**src/rtl/acc_cpu.sv**
```systemverilog
module acc_cpu #(
  parameter int DW = 16,
  parameter int OPW = 4,
  parameter logic [DW-1:0] START_PC = 16'h0300
) (
  input  logic          clk,
  input  logic          rst_n,
  output logic [DW-1:0] mem_addr,
  output logic          mem_rd,
  output logic          mem_wr,
  output logic [DW-1:0] mem_wdata,
  input  logic [DW-1:0] mem_rdata,
  output logic          halted,
  output logic [DW-1:0] pc
);
  localparam int FW = DW - OPW;
  localparam logic [OPW-2:0] OP_LOAD  = (OPW-1)'(1);
  localparam logic [OPW-2:0] OP_STORE = (OPW-1)'(2);
  localparam logic [OPW-2:0] OP_ADD   = (OPW-1)'(3);
  localparam logic [OPW-2:0] OP_HALT  = '1;

  typedef enum logic [1:0] {PH_FETCH, PH_IND, PH_EXEC, PH_HALT} phase_t;

  phase_t         phase;
  logic [1:0]     step;
  logic [DW-1:0]  pc_q, ac, mar, mbr;
  logic [OPW-1:0] ir;

  wire            ir_ind  = ir[OPW-1];
  wire [OPW-2:0]  ir_op   = ir[OPW-2:0];
  wire            nxt_ind = mbr[DW-1];
  wire [OPW-2:0]  nxt_op  = mbr[DW-2:FW];
  wire            nxt_mem = (nxt_op == OP_LOAD) || (nxt_op == OP_STORE) || (nxt_op == OP_ADD);
  wire [DW-1:0]   field   = {{OPW{1'b0}}, mbr[FW-1:0]};

  always_ff @(posedge clk) begin
    if (!rst_n) begin
      phase <= PH_FETCH;
      step  <= '0;
      pc_q  <= START_PC;
      ac    <= '0;
      ir    <= '0;
      mar   <= '0;
      mbr   <= '0;
    end else begin
      if (phase != PH_HALT) step <= step + 2'd1;
      case (phase)
        PH_FETCH: case (step)
          2'd0: mar <= pc_q;
          2'd2: mbr <= mem_rdata;
          2'd3: begin
            ir   <= mbr[DW-1:FW];
            pc_q <= pc_q + 1'b1;
            if (nxt_op == OP_HALT)  phase <= PH_HALT;
            else if (!nxt_mem)      phase <= PH_FETCH;
            else if (nxt_ind)       phase <= PH_IND;
            else                    phase <= PH_EXEC;
          end
          default: ;
        endcase
        PH_IND: case (step)
          2'd0: mar <= field;
          2'd2: mbr <= mem_rdata;
          2'd3: phase <= PH_EXEC;
          default: ;
        endcase
        PH_EXEC: case (step)
          2'd0: mar <= ir_ind ? mbr : field;
          2'd1: if (ir_op == OP_STORE) mbr <= ac;
          2'd2: if (ir_op != OP_STORE) mbr <= mem_rdata;
          2'd3: begin
            if (ir_op == OP_LOAD) ac <= mbr;
            if (ir_op == OP_ADD)  ac <= ac + mbr;
            phase <= PH_FETCH;
          end
          default: ;
        endcase
        default: ;
      endcase
    end
  end

  assign mem_rd    = (step == 2'd1) && ((phase == PH_FETCH) || (phase == PH_IND) ||
                     ((phase == PH_EXEC) && (ir_op != OP_STORE)));
  assign mem_wr    = (step == 2'd2) && (phase == PH_EXEC) && (ir_op == OP_STORE);
  assign mem_addr  = mar;
  assign mem_wdata = mbr;
  assign halted    = (phase == PH_HALT);
  assign pc        = pc_q;
endmodule


```
**config.mk**
```make
export PLATFORM = sky130hd
export DESIGN_NAME = acc_cpu
export DESIGN_NICKNAME = d
export VERILOG_FILES = /design/src/rtl/acc_cpu.sv
export SDC_FILE = /design/constraint.sdc
export NUM_CORES = 1
export LEC_CHECK = 0
export BUFFER_PORTS_ARGS = -buffer_cell sky130_fd_sc_hd__buf_2
export CAP_MARGIN = 20
export CORE_UTILIZATION = 30
export DETAILED_ROUTE_END_ITERATION = 8
export PLACE_DENSITY_LB_ADDON = 0.2
export RECOVER_POWER = 50
export SYNTH_ARGS = -nofsm -noshare
export SYNTH_HDL_FRONTEND = slang
export SYNTH_SLANG_ARGS = --single-unit
export TNS_END_PERCENT = 50
```
**constraint.sdc**
```tcl
create_clock -name clk -period 5.01 [get_ports clk]
set_clock_uncertainty 0.15 [all_clocks]
set_input_delay 0.7515 -clock clk [delete_from_list [all_inputs] [get_ports clk]]
set_output_delay 0.7515 -clock clk [all_outputs]
set_load 0.005 [all_outputs]
```
==> metrics.txt <==
DRT antenna net count=0; Worst R2R Setup Slack=2370 ps; final hold vios=0; Rows=42; DP Worst Slack=2370 ps; chip width=120 um; maximum VDD drop=0.130 mV; pin count of the biggest net entering global routing=53; Setup Crit Path Kind=in -> reg; Setup TNS Final=0 ps; final WL=11.5 mm; Pleak=1.98 nW; Worst Max-Slew Pin Slew=2810 ps; Mapped Nets=534; Pre-Repair DR Iteration Count=4; Setup crit start=rst_n; ANT cells=0; largest delay contributor family on the critical path=buffers and inverters; endpoints failing setup=0; asr flop ratio synth=0%; Longest Clk Path Bufs=2; # hold bufs at CTS=0; Distinct cells, synth=60; RSZ-0062 raised after global routing=no; Seq pwr share=43.3%; DIE AREA=14500 um2; HPWL after DPL=8.08 mm; total number of vias=3686; #FFs+latches synth=72; GRT Util Overall=16.6%; synthesized area per cell=8.57 um2; Post CTS Setup Buffer Count=0; switching pwr=0.000422 W; Worst-Skew Late Latency=330 ps; critical path launch point type=input port; # IOs=69; Die Y=120 um; Ys Warns=0; Worst Hold Launch=ir[0]$_SDFFE_PN0P_; arrival time at the worst endpoint=3510 ps; Reg clk slew, reported paths=60 ps; global-route wire length before repair=18.9 mm; Synth-to-Final Area Change=16.9%; Comb power frac=14.4%; Post-synth top flop=dfxtp_1; outcome=finished, violations left; clock sink total=72; Data required, critical path=4960 ps; Tcrit/Tclk final=71.1%; WHS=339 ps; DR DRC count=0; CP max FO=52; Worst path slowest cell=clkbuf_1; clock share of power=42.2%; violated checks=capacitance limit, slew limit; total congestion overflow=0; Nets=587; Min-Delay Path Class=reg -> reg; drt wl/cell=15.8 um; GP Congestion=0.791; Starting Density=31.3%; crit end category=flip-flop; antenna violations before repair=1; Core Footprint=13500 um2; via-per-instance ratio=5.09; fin util=36.5%; CTS tree=yes; switching share of power=27.8%; post-synthesis instance area=4210 um2; Power Density=309 nW/um2; Post-synth EDFFs=0; Tmin final=3560 ps; fmax=281 MHz; Critical R2R Launch=step[0]$_SDFFE_PN0N_; post-synthesis cell count=491; Root Driver=clkbuf_16; Post-CTS Resized=0; setup ws final=1450 ps; total CTS buffers=9; initial drt markers=206; CTS H-tree lvls=3; Tot Pwr=0.00152 W; share of post-route cells with drive strength above 1=16.8%; CP Buf/Inv Count=3; Critical Path Max Stage Delay=2000 ps; # port buffers=68; max-cap violations=1; vias in the first global route=3581; Worst slew margin=-87.1%; sequential share of the synthesized area=34.3%; Cell Int Power=0.00110 W; Final Max Tran Viols=53; CP Cell Sequence=buf_2 -> inv_1 -> clkbuf_1 -> nor2_1
[cells by family after synthesis]
| group | after synthesis | share of synthesized area (%) |
|---|---|---|
| adders and majority gates | 25 | 7.61 |
| xor gates and xnor gates | 26 | 5.41 |
| and+or+nand+nor | 183 | 22.1 |
| muxes | 19 | 4.52 |
| buffers and inverters | 38 | 4.22 |
| AOI/OAI and AO/OA | 128 | 21.8 |
| DFF | 72 | 34.3 |
[power groups by stage]
stage          Clock [W]  Sequential [W]  Combinational [W]
2_1_floorplan          0        0.000652           0.000163
3_3_place_gp           0        0.000668           0.000218
3_5_place_dp           0        0.000669           0.000223
4_1_cts         0.000658        0.000657           0.000224
5_1_grt         0.000686        0.000664           0.000246
6_report        0.000641        0.000658           0.000219
[flip-flops by register name, indices dropped and copies added, names as in the netlist]
register	cells
ir	4
mem_wdata	16
phase	2
step	2
mem_addr	16
pc	16
ac	16
[worst paths after layout]
check	endpoint	cells after the start
setup / recovery	pc[5]$_SDFFE_PN0P_	4
setup reg to reg	mem_wdata[0]$_SDFFE_PN0P_	8
hold reg to reg	ir[0]$_SDFFE_PN0P_	2
hold / removal	ir[0]$_SDFFE_PN0P_	2
[cell type report]
type	count	area (um2)
Fill cell	1450	8540
Multi-Input combinational cell	381	2590
Sequential cell	72	1440
Timing Repair Buffer	71	334
Clock buffer	10	239
Tap cell	176	220
Clock inverter	5	57.6
Inverter	9	33.8
[through the flow]
step           area, um2  std cells
6_report            4920        724
5_1_grt             4920        724
3_5_place_dp        4630        707
4_1_cts             4930        722
2_1_floorplan       4210        491
3_3_place_gp        4630        707
[cell usage in the layout (no fill, tap or decap), types with 3 or more instances in the layout]
cell type | synthesis | layout
dfxtp_1 | 72 | 72
nor2_1 | 51 | 50
nand2_1 | 48 | 48
a21oi_1 | 39 | 39
buf_2 | 7 | 36
clkbuf_1 | 18 | 32
ha_1 | 24 | 24
mux2i_1 | 19 | 19
o21ai_0 | 17 | 17
nor2b_1 | 16 | 16
a211oi_1 | 16 | 16
nor2_2 | 14 | 15
xor2_1 | 14 | 14
a211oi_2 | 14 | 14
xnor2_1 | 12 | 12
nand3_1 | 10 | 10
inv_1 | 8 | 9
clkbuf_16 | 0 | 9
a311oi_1 | 8 | 8
nand2b_1 | 7 | 7
nor3_1 | 6 | 6
nand4_1 | 6 | 6
and3_1 | 5 | 5
and2_1 | 5 | 5
o21ai_1 | 3 | 3
o211ai_1 | 3 | 3
o22ai_1 | 3 | 3
clkinvlp_4 | 0 | 3
[per-layer routing]
metal | global-route usage [%] | vias up | share of wire (%)
met2 | 27.7 | 85 | 47
met1 | 20.9 | 1737 | 46
met4 | 5.32 | 0 | 1.0
met5 | 0 | - | 0
li1 | - | 1856 | -
met3 | 3.92 | 8 | 5.5
[tightest hold or removal path, cell delays in order, from the launching register on]
cell,delay (ps)
dfxtp_1,320
nand2_1,60
a21oi_1,60
[synthesized netlist by cell type, types with 5 or more instances]
cell,count,share of area [%]
buf_2,7,0.83
nor2_1,51,4.6
o21ai_0,17,2.0
ha_1,24,7.1
nor3_1,6,0.71
clkbuf_1,18,1.6
mux2i_1,19,4.5
nor2b_1,16,2.4
a211oi_2,14,4.2
nand2b_1,7,1.0
nand2_1,48,4.3
and2_1,5,0.74
nand3_1,10,1.2
xor2_1,14,2.9
inv_1,8,0.71
a211oi_1,16,2.9
nor2_2,14,2.1
a311oi_1,8,1.7
and3_1,5,0.74
nand4_1,6,0.89
dfxtp_1,72,34
a21oi_1,39,4.6
xnor2_1,12,2.5
Power figures use the tool's default switching activity.
